### config.mk
export PLATFORM = sky130hd
export DESIGN_NAME = xtal_ref_timebase
export DESIGN_NICKNAME = d
export VERILOG_FILES = /design/src/rtl/xtal_div_pkg.sv /design/src/rtl/sq_fixed_div.sv /design/src/rtl/ref_sel_decode.sv /design/src/rtl/ref_sq_div.sv /design/src/rtl/xtal_ref_timebase.sv
export SDC_FILE = /design/constraint.sdc
export NUM_CORES = 1
export LEC_CHECK = 0
export BUFFER_PORTS_ARGS = -buffer_cell sky130_fd_sc_hd__buf_2
export CAP_MARGIN = 30
export CORE_AREA = 2 2 113 115
export DETAILED_ROUTE_END_ITERATION = 10
export DIE_AREA = 0 0 115 117
export GPL_TIMING_DRIVEN = 0
export PLACE_DENSITY = 0.6
export SYNTH_ARGS = -nofsm -noshare
export SYNTH_HDL_FRONTEND = slang
export SYNTH_SLANG_ARGS = --single-unit
### constraint.sdc
create_clock -name clk_i -period 4.2 [get_ports clk_i]
set_input_delay 0.21 -clock clk_i [delete_from_list [all_inputs] [get_ports clk_i]]
set_output_delay 0.21 -clock clk_i [all_outputs]
set_load 0.02 [all_outputs]
### src/rtl/xtal_div_pkg.sv
package xtal_div_pkg;

  typedef enum logic [1:0] {
    SEL_9K  = 2'b00,
    SEL_10K = 2'b01,
    SEL_1K  = 2'b10,
    SEL_5K  = 2'b11
  } ref_sel_e;

  function automatic int unsigned max4(input int unsigned a, input int unsigned b,
                                       input int unsigned c, input int unsigned d);
    int unsigned m;
    m = a;
    if (b > m) m = b;
    if (c > m) m = c;
    if (d > m) m = d;
    return m;
  endfunction

  function automatic int unsigned cnt_bits(input int unsigned n);
    return (n > 2) ? $clog2(n) : 1;
  endfunction

endpackage

### src/rtl/sq_fixed_div.sv
module sq_fixed_div #(
  parameter int unsigned DIV = 186
) (
  input  logic clk_i,
  input  logic rst_ni,
  output logic sq_o
);
  localparam int unsigned CW = xtal_div_pkg::cnt_bits(DIV);
  localparam int unsigned LO = DIV / 2;

  logic [CW-1:0] cnt_q, cnt_d;
  logic          sq_q;

  always_comb cnt_d = (cnt_q == CW'(DIV - 1)) ? '0 : cnt_q + 1'b1;

  always_ff @(posedge clk_i or negedge rst_ni) begin
    if (!rst_ni) begin
      cnt_q <= '0;
      sq_q  <= 1'b0;
    end else begin
      cnt_q <= cnt_d;
      sq_q  <= (cnt_d >= CW'(LO));
    end
  end

  assign sq_o = sq_q;

  assert_fall_at_wrap_R6: assert property (@(posedge clk_i) disable iff (!rst_ni)
    (cnt_q == CW'(DIV - 1)) |=> !sq_q);

  assert_rise_at_half_R9: assert property (@(posedge clk_i) disable iff (!rst_ni)
    $rose(sq_q) |-> (cnt_q == CW'(LO)));

endmodule

### src/rtl/ref_sel_decode.sv
module ref_sel_decode
  import xtal_div_pkg::*;
#(
  parameter int unsigned W        = 14,
  parameter int unsigned DIV_SEL0 = 1240,
  parameter int unsigned DIV_SEL1 = 1116,
  parameter int unsigned DIV_SEL2 = 11160,
  parameter int unsigned DIV_SEL3 = 2232
) (
  input  ref_sel_e       sel_i,
  output logic [W-1:0]   div_o
);
  always_comb begin
    unique case (sel_i)
      SEL_9K:  div_o = W'(DIV_SEL0);
      SEL_10K: div_o = W'(DIV_SEL1);
      SEL_1K:  div_o = W'(DIV_SEL2);
      default: div_o = W'(DIV_SEL3);
    endcase
  end
endmodule

### src/rtl/ref_sq_div.sv
module ref_sq_div #(
  parameter int unsigned W = 14
) (
  input  logic         clk_i,
  input  logic         rst_ni,
  input  logic         halt_i,
  input  logic [W-1:0] div_i,
  output logic         sq_o,
  output logic         stb_o
);
  logic [W-1:0] cnt_q, cnt_d, div_q, div_d, eff_div, lo_d;
  logic         armed_q, term, sq_q, stb_q;

  // divisor is sampled at period start only; unarmed means a period is just starting
  always_comb begin
    eff_div = armed_q ? div_q : div_i;
    term    = (cnt_q == eff_div - 1'b1);
    div_d   = (!armed_q || term) ? div_i : div_q;
    cnt_d   = term ? '0 : cnt_q + 1'b1;
    lo_d    = div_d >> 1;
  end

  always_ff @(posedge clk_i or negedge rst_ni) begin
    if (!rst_ni) begin
      cnt_q   <= '0;
      div_q   <= '0;
      armed_q <= 1'b0;
      sq_q    <= 1'b0;
      stb_q   <= 1'b0;
    end else if (halt_i) begin
      cnt_q   <= '0;
      armed_q <= 1'b0;
      sq_q    <= 1'b0;
      stb_q   <= 1'b0;
    end else begin
      cnt_q   <= cnt_d;
      div_q   <= div_d;
      armed_q <= 1'b1;
      sq_q    <= (cnt_d >= lo_d);
      stb_q   <= (cnt_d == lo_d);
    end
  end

  assign sq_o  = sq_q;
  assign stb_o = stb_q;

  assert_stb_only_on_rise_R5: assert property (@(posedge clk_i) disable iff (!rst_ni)
    stb_q |-> $rose(sq_q));

  assert_rise_has_stb_R5: assert property (@(posedge clk_i) disable iff (!rst_ni)
    $rose(sq_q) |-> stb_q);

  assert_halt_quiet_R8: assert property (@(posedge clk_i) disable iff (!rst_ni)
    halt_i |=> (!sq_q && !stb_q));

  assert_div_switch_at_wrap_R4: assert property (@(posedge clk_i) disable iff (!rst_ni)
    (armed_q && $past(armed_q) && (div_q != $past(div_q))) |-> (cnt_q == '0));

  assert_fall_at_wrap_R3: assert property (@(posedge clk_i) disable iff (!rst_ni)
    ($fell(sq_q) && !$past(halt_i)) |-> (cnt_q == '0));

endmodule

### src/rtl/xtal_ref_timebase.sv
module xtal_ref_timebase
  import xtal_div_pkg::*;
#(
  parameter int unsigned DIV_SEL0 = 1240,
  parameter int unsigned DIV_SEL1 = 1116,
  parameter int unsigned DIV_SEL2 = 11160,
  parameter int unsigned DIV_SEL3 = 2232,
  parameter int unsigned TB_DIV   = 1395000,
  parameter int unsigned CTL_DIV  = 186
) (
  input  logic       clk_i,
  input  logic       rst_ni,
  input  logic [1:0] ref_sel_i,
  input  logic       ref_halt_i,
  output logic       ref_o,
  output logic       ref_stb_o,
  output logic       tb_o,
  output logic       ctl_clk_o
);
  localparam int unsigned REF_MAX = max4(DIV_SEL0, DIV_SEL1, DIV_SEL2, DIV_SEL3);
  localparam int unsigned REF_W   = $clog2(REF_MAX + 1);

  logic [REF_W-1:0] ref_div;

  ref_sel_decode #(
    .W(REF_W), .DIV_SEL0(DIV_SEL0), .DIV_SEL1(DIV_SEL1),
    .DIV_SEL2(DIV_SEL2), .DIV_SEL3(DIV_SEL3)
  ) u_dec (
    .sel_i (ref_sel_e'(ref_sel_i)),
    .div_o (ref_div)
  );

  ref_sq_div #(.W(REF_W)) u_ref (
    .clk_i  (clk_i),
    .rst_ni (rst_ni),
    .halt_i (ref_halt_i),
    .div_i  (ref_div),
    .sq_o   (ref_o),
    .stb_o  (ref_stb_o)
  );

  sq_fixed_div #(.DIV(TB_DIV)) u_tb (
    .clk_i  (clk_i),
    .rst_ni (rst_ni),
    .sq_o   (tb_o)
  );

  sq_fixed_div #(.DIV(CTL_DIV)) u_ctl (
    .clk_i  (clk_i),
    .rst_ni (rst_ni),
    .sq_o   (ctl_clk_o)
  );

  assert_reset_low_R1: assert property (@(posedge clk_i)
    !rst_ni |-> (!ref_o && !ref_stb_o && !tb_o && !ctl_clk_o));

endmodule

Word-level counts from Yosys, hierarchy flattened
Cells that the tools add are included.
{"block": "op_classes", "shifts": 0, "div_mod_pow": 0, "n_mul": 0, "addsub": 4, "n_bitwise": 1, "order_cmp": 3, "n_eq_ne": 6, "n_reduce_logical": 4, "mux": 10}
{"operator": "$mux W14", "n": 4}
{"operator": "$pmux W14 S3", "n": 1}
{"operator": "$add A21 B1 Y21 const B", "n": 1}
{"operator": "$eq A21 B21 Y1 const B", "n": 1}
{"operator": "$ge A21 B20 Y1 const B", "n": 1}
{"operator": "$mux W21", "n": 1}
{"operator": "$add A14 B1 Y14 const B", "n": 1}
{"operator": "$eq A14 B13 Y1", "n": 1}
{"operator": "$eq A14 B14 Y1", "n": 1}
{"operator": "$ge A14 B13 Y1", "n": 1}
{"operator": "$sub A14 B1 Y14 const B", "n": 1}
{"operator": "$add A8 B1 Y8 const B", "n": 1}
{"operator": "$eq A8 B8 Y1 const B", "n": 1}
{"operator": "$ge A8 B7 Y1 const B", "n": 1}
{"operator": "$mux W8", "n": 1}
{"operator": "$mux W1", "n": 3}
{"operator": "$eq A2 B1 Y1 const B", "n": 1}
{"operator": "$eq A2 B2 Y1 const B", "n": 1}
{"operator": "$logic_not A2 Y1", "n": 1}
{"operator": "$reduce_and A2 Y1", "n": 1}
{"operator": "$logic_not A1 Y1", "n": 1}
{"operator": "$logic_or A1 B1 Y1", "n": 1}
{"operator": "$not A1 Y1", "n": 1}
{"block": "word_totals", "register_bits": 62, "output_inout_bits": 4, "ramBits": 0, "latchBits": 0, "n_memories": 0, "romBits": 0, "word_cells": 38}

Logic depth before layout (Yosys ltp)
{"block": "logic_depth", "depth_word": 9, "depth_mapped": 23, "mapped_depth_nobuf": 20}

Modules after synthesis
Synthesis repeated with hierarchy kept, for this count alone.
{"block": "unflattened", "hier_cells": 467, "area_unflattened_um2": 4476.8}
{"mod": "ref_sq_div", "area_each_um2": 2605.0, "seq_area_each_um2": 775.7, "cells_per_inst": 268, "n_inst": 1}
{"mod": "sq_fixed_div at u_tb", "area_each_um2": 1331.3, "seq_area_each_um2": 550.5, "cells_per_inst": 143, "n_inst": 1}
{"mod": "sq_fixed_div at u_ctl", "area_each_um2": 435.4, "seq_area_each_um2": 225.2, "cells_per_inst": 40, "n_inst": 1}
{"mod": "ref_sel_decode", "area_each_um2": 105.1, "seq_area_each_um2": 0.0, "cells_per_inst": 16, "n_inst": 1}

Worst setup path before layout
Ideal clock, no wire load.
{"block": "synth_timing", "path_type": "register -> register", "startpoint": "reg u_ref.armed_q", "endpoint": "reg u_ref.sq_q (netlist: u_ref.sq_o)", "path_stages_with_launch": 23, "period_less_slack_ns": 4.221, "required_time_ns": 4.063, "arrival_time_ns": 4.084, "path_slack_ns": -0.021, "path_buffers": 4, "cell_sequence": "dfrtp_1 > buf_2 > buf_1 > a22oi_1 > ha_1 > xor2_1 > o2111ai_1 > a211o_1 > nor4_1 > and4b_1 > buf_6 > nand2b_1 > buf_2 > mux2i_1 > ha_1 > nor2b_1 > o21a_1 > o21a_1 > o211ai_1 > a31oi_1 > a211oi_1 > or2_2 > a31oi_1"}
{"block": "synth_between", "elab_chain_len": 7}
{"element": "start, declared", "line_no": "ref_sq_div.sv:12", "rtl": "logic armed_q, term, sq_q, stb_q;"}
{"element": "start signal, assigned", "line_no": "ref_sq_div.sv:27", "rtl": "armed_q <= 1'b0;"}
{"element": "start signal, assigned", "line_no": "ref_sq_div.sv:32", "rtl": "armed_q <= 1'b0;"}
{"element": "start signal, assigned", "line_no": "ref_sq_div.sv:38", "rtl": "armed_q <= 1'b1;"}
{"element": "$mux W14", "line_no": "ref_sq_div.sv:16", "rtl": "eff_div = armed_q ? div_q : div_i;"}
{"element": "$sub A14 B1 Y14", "line_no": "ref_sq_div.sv:17", "rtl": "term = (cnt_q == eff_div - 1'b1);"}
{"element": "$eq A14 B14 Y1", "line_no": "ref_sq_div.sv:17"}
{"element": "$logic_or A1 B1 Y1", "line_no": "ref_sq_div.sv:18", "rtl": "div_d = (!armed_q || term) ? div_i : div_q;"}
{"element": "$mux W14", "line_no": "ref_sq_div.sv:18"}
{"element": "$ge A14 B13 Y1 (*)", "line_no": "ref_sq_div.sv:39", "rtl": "sq_q <= (cnt_d >= lo_d);"}
{"element": "$mux W1 (*)", "line_no": "ref_sq_div.sv:30", "rtl": "end else if (halt_i) begin"}
{"element": "end signal, assigned", "line_no": "ref_sq_div.sv:39"}
{"element": "end, declared", "line_no": "ref_sq_div.sv:12"}
Every way passes the cells marked *; elsewhere a longest branch is shown, timed or not.
A chain may end at the register's enable or synchronous reset.

Worst setup path after layout
Same ends and word-level chain as after synthesis.

==> reports/results.ini <==
[sta]
relSlewSlack = 0.484
setup_viol = 1
post-route-period-util = 1.05
rsz0062_at_grt = true
final_hold_viol_count = 0
fin_ws_ps = -193
slew_viol_final = 0
skew_ps = 6.55
period_minus_slack_ps = 4390
max_freq_mhz = 228
worst_pin_slew_ps = 767

[routing]
route.detailed.drc = 0
avgRoutedWirePerCell_um = 14.9
drt-initial-drc-count = 112
drt_first_pass_iters = 4
routed_wl_mm = 9.44
vias_per_cell = 5.30
antenna_left = 0
dr_total_vias = 3362

[yosys]
yosysSeqAreaShare = 0.374
synth_top_family_by_area = simple AND/OR/NAND/NOR gates
ys_warn_count = 0
synth_top_area_frac = 0.374
ys.flop_type = dfrtp_1
async_reset_ff_frac = 1.00
synth_cell_types = 62
syn_area_sq_um = 4080
syn_inst = 448
synth_nets = 472
synth_compound_area_frac = 0.110
synth-edff-count = 0
synth_area_leader_cell = dfrtp_1
synth_xor_area_frac = 0.109
avgSynthCellArea_sq_um = 9.11
synth_area_leaders = dfrtp_1 37%, xnor2_1 6.0%, ha_1 5.8%
synthMuxAreaShare = 0.0515
synth-adder-area-share = 0.0583
ys_ff_latch = 61
synth-simple-area-share = 0.257

[global_route]
grt_pass1_vias = 3316
overflow = 0
antenna_found_initial = 0
grt.total_usage = 0.154
grt_max_degree = 37
grt_pass1_wl_mm = 16.1

[worst_setup_path]
end_kind = flip-flop
worstSetupPathType = reg -> reg
crit_top_cell = o21a_1
path_cells = buf_4 -> or4b_4 -> buf_12 -> nor4_4 -> xnor2_2 -> o31ai_2 -> nor4_2 -> and4b_1 -> buf_6 -> nand2b_4 -> mux2i_4 -> ha_4 -> nor2b_1 -> o21a_1 -> o21a_1 -> o211ai_1 -> a31oi_1 -> a211oi_2 -> or2_4 -> a31oi_4
cp_max_fo = 6
startpoint_type = flip-flop
critPathMaxStageDelay_ps = 490
crit_slowest_cell = or4b_4
crit_required_ps = 4400
critPathArrivalTime_ps = 4590

[cts]
cts_sinks = 61
worst_skew_pair.late_latency_ps = 340
cts_tree = done
cts_max_level = 3
clkTransAtPathRegs_ps = 60
cts_made_buffers = 9
clock_path_buffers = 2
cts_root_buf = clkbuf_16

[placement]
place_area_sq_um = 4330
pre_cts_ws_ps = -952
dp_hpwl_mm = 6.65
place_inst = 608
gp_congestion = 0.852
port_buffers = 8

[floorplan]
die_y_um = 117
die_area_sq_um = 13500
fp.coreArea_sq_um = 12300
pin_count = 9
fp.dieW_um = 115
start_util = 0.331
floorplan.rows = 41

[outcome]
violations = negative setup slack
status = finished with violations

[power_and_ir_drop]
p_comb_frac = 0.093
p_sw_uw = 378
p_per_area_nw_per_um2 = 336
total_power_mw = 1.65
peakVddDrop_uv = 173
pwr-share-seq = 0.377
clock_power_share = 0.530
p_sw_frac = 0.229
p_leak_nw = 2.13
power.internal_mw = 1.27

[finish]
layout-drive-gt1-share = 0.147
syn2layout_area_growth_pct = 20.5
layout_commonest_cell = dfrtp_1
layout_common_cells = 61 x dfrtp_1, 44 x nor2_1, 37 x nand2_1
final_cells = 634
fin_nets = 503
antenna_cells = 0
fin_util = 0.399
fin_area_sq_um = 4910

[min_path]
hold_class = in -> reg

[job]
drv_cap = 0

[through the flow]
| stage | hold slack, ps | TNS [ps] |
|---|---|---|
| after CTS | 115 | -241 |
| after global placement | 474 | -1440 |
| after detailed placement | 261 | -1450 |
| after floorplan | -85.6 | 0 |
| after global routing | 138 | -466 |
| final | 121 | -193 |
[metal layers]
layer  up-vias  part of all wire  global-route usage
li1       1651                 -                   -
met1      1629              0.46               0.190
met2        61              0.48               0.251
met3        21             0.032              0.0386
met4         0             0.029              0.0763
met5         -                 0                   0
[cell usage after synthesis (4+ instances only)]
cell	number
dfrtp_1	61
nor2_1	46
nand2_1	37
xnor2_1	28
nor3_1	23
xor2_1	23
nand3_1	21
ha_1	19
clkbuf_1	18
and3_1	12
inv_1	12
a21oi_1	10
nor2b_1	10
o21ai_0	10
and2_1	9
mux2i_1	9
nand2b_1	8
nor4_1	6
a31oi_1	5
mux2_4	5
a21o_1	4
mux2_2	4
nor4bb_1	4
o2111ai_1	4
o211ai_1	4
[power groups by stage]
stage | clock network [mW] | logic [mW] | registers [mW]
3_5_place_dp | 0 | 0.131 | 0.629
4_1_cts | 0.895 | 0.146 | 0.621
2_1_floorplan | 0 | 0.0921 | 0.624
3_3_place_gp | 0 | 0.124 | 0.630
5_1_grt | 0.925 | 0.171 | 0.625
6_report | 0.874 | 0.153 | 0.623
[kinds of logic after synthesis]
kind of cell	Yosys count
adder cells (fa/ha/maj)	19
buffers and inverters	36
flip-flops	61
AO/OA/AOI/OAI	63
XOR/XNOR	51
multiplexers	18
AND/OR/NAND/NOR	200
[registers in the layout (all words and copies together) (netlist names)]
register	flops
u_ctl.cnt_q	8
u_ctl.sq_o	1
u_ref.sq_o	1
u_ref.div_q	13
u_ref.cnt_q	14
u_ref.stb_o	1
u_ref.armed_q	1
u_tb.sq_o	1
u_tb.cnt_q	21
[worst paths after layout]
kind / cells after the start / to / slack (ps) / startpoint
hold reg to reg: 1 / u_tb.cnt_q[0]$_DFF_PN0_ / 500 / u_tb.cnt_q[0]$_DFF_PN0_
hold / removal: 2 / u_ref.cnt_q[2]$_DFF_PN0_ / 120 / ref_halt_i
setup / recovery: 20 / u_ref.sq_o$_DFF_PN0_ / -190 / u_ref.armed_q$_DFF_PN0_
min in group asynchronous: 2 / u_ref.div_q[4]$_DFFE_PN0N_ / 430 / rst_ni
max in group asynchronous: 3 / u_tb.cnt_q[16]$_DFF_PN0_ / 3160 / rst_ni
setup reg to reg: 20 / u_ref.sq_o$_DFF_PN0_ / -190 / u_ref.armed_q$_DFF_PN0_
[critical path: cells and delay by family (launching register included)]
family / cells / cell delay (ps)
flip-flops: 1 / 380
adder cells (fa/ha/maj): 1 / 230
XOR/XNOR: 1 / 170
AND/OR/NAND/NOR: 7 / 1770
multiplexers: 1 / 250
AO/OA/AOI/OAI: 7 / 1030
buffers and inverters: 3 / 420
[area by class of cell]
| cell class | instances | area, sq um |
|---|---|---|
| fillers | 1199 | 7400 |
| multi-input cells | 351 | 2510 |
| flip-flops and latches | 61 | 1530 |
| clock buffers | 11 | 243 |
| well taps | 150 | 188 |
| repair buffers | 21 | 163 |
| plain buffers | 23 | 135 |
| clock inverters | 5 | 108 |
| inverters | 12 | 45.0 |
[what timing repair did]
action,4_1_cts,5_1_grt
gates resized for setup,24,8
hold buffers,1,0
endpoints found under the setup margin,2,2
buffers inserted,9,1
pin swaps,14,12
endpoints found under the hold margin,25,0
Power figures use the tool's default switching activity.
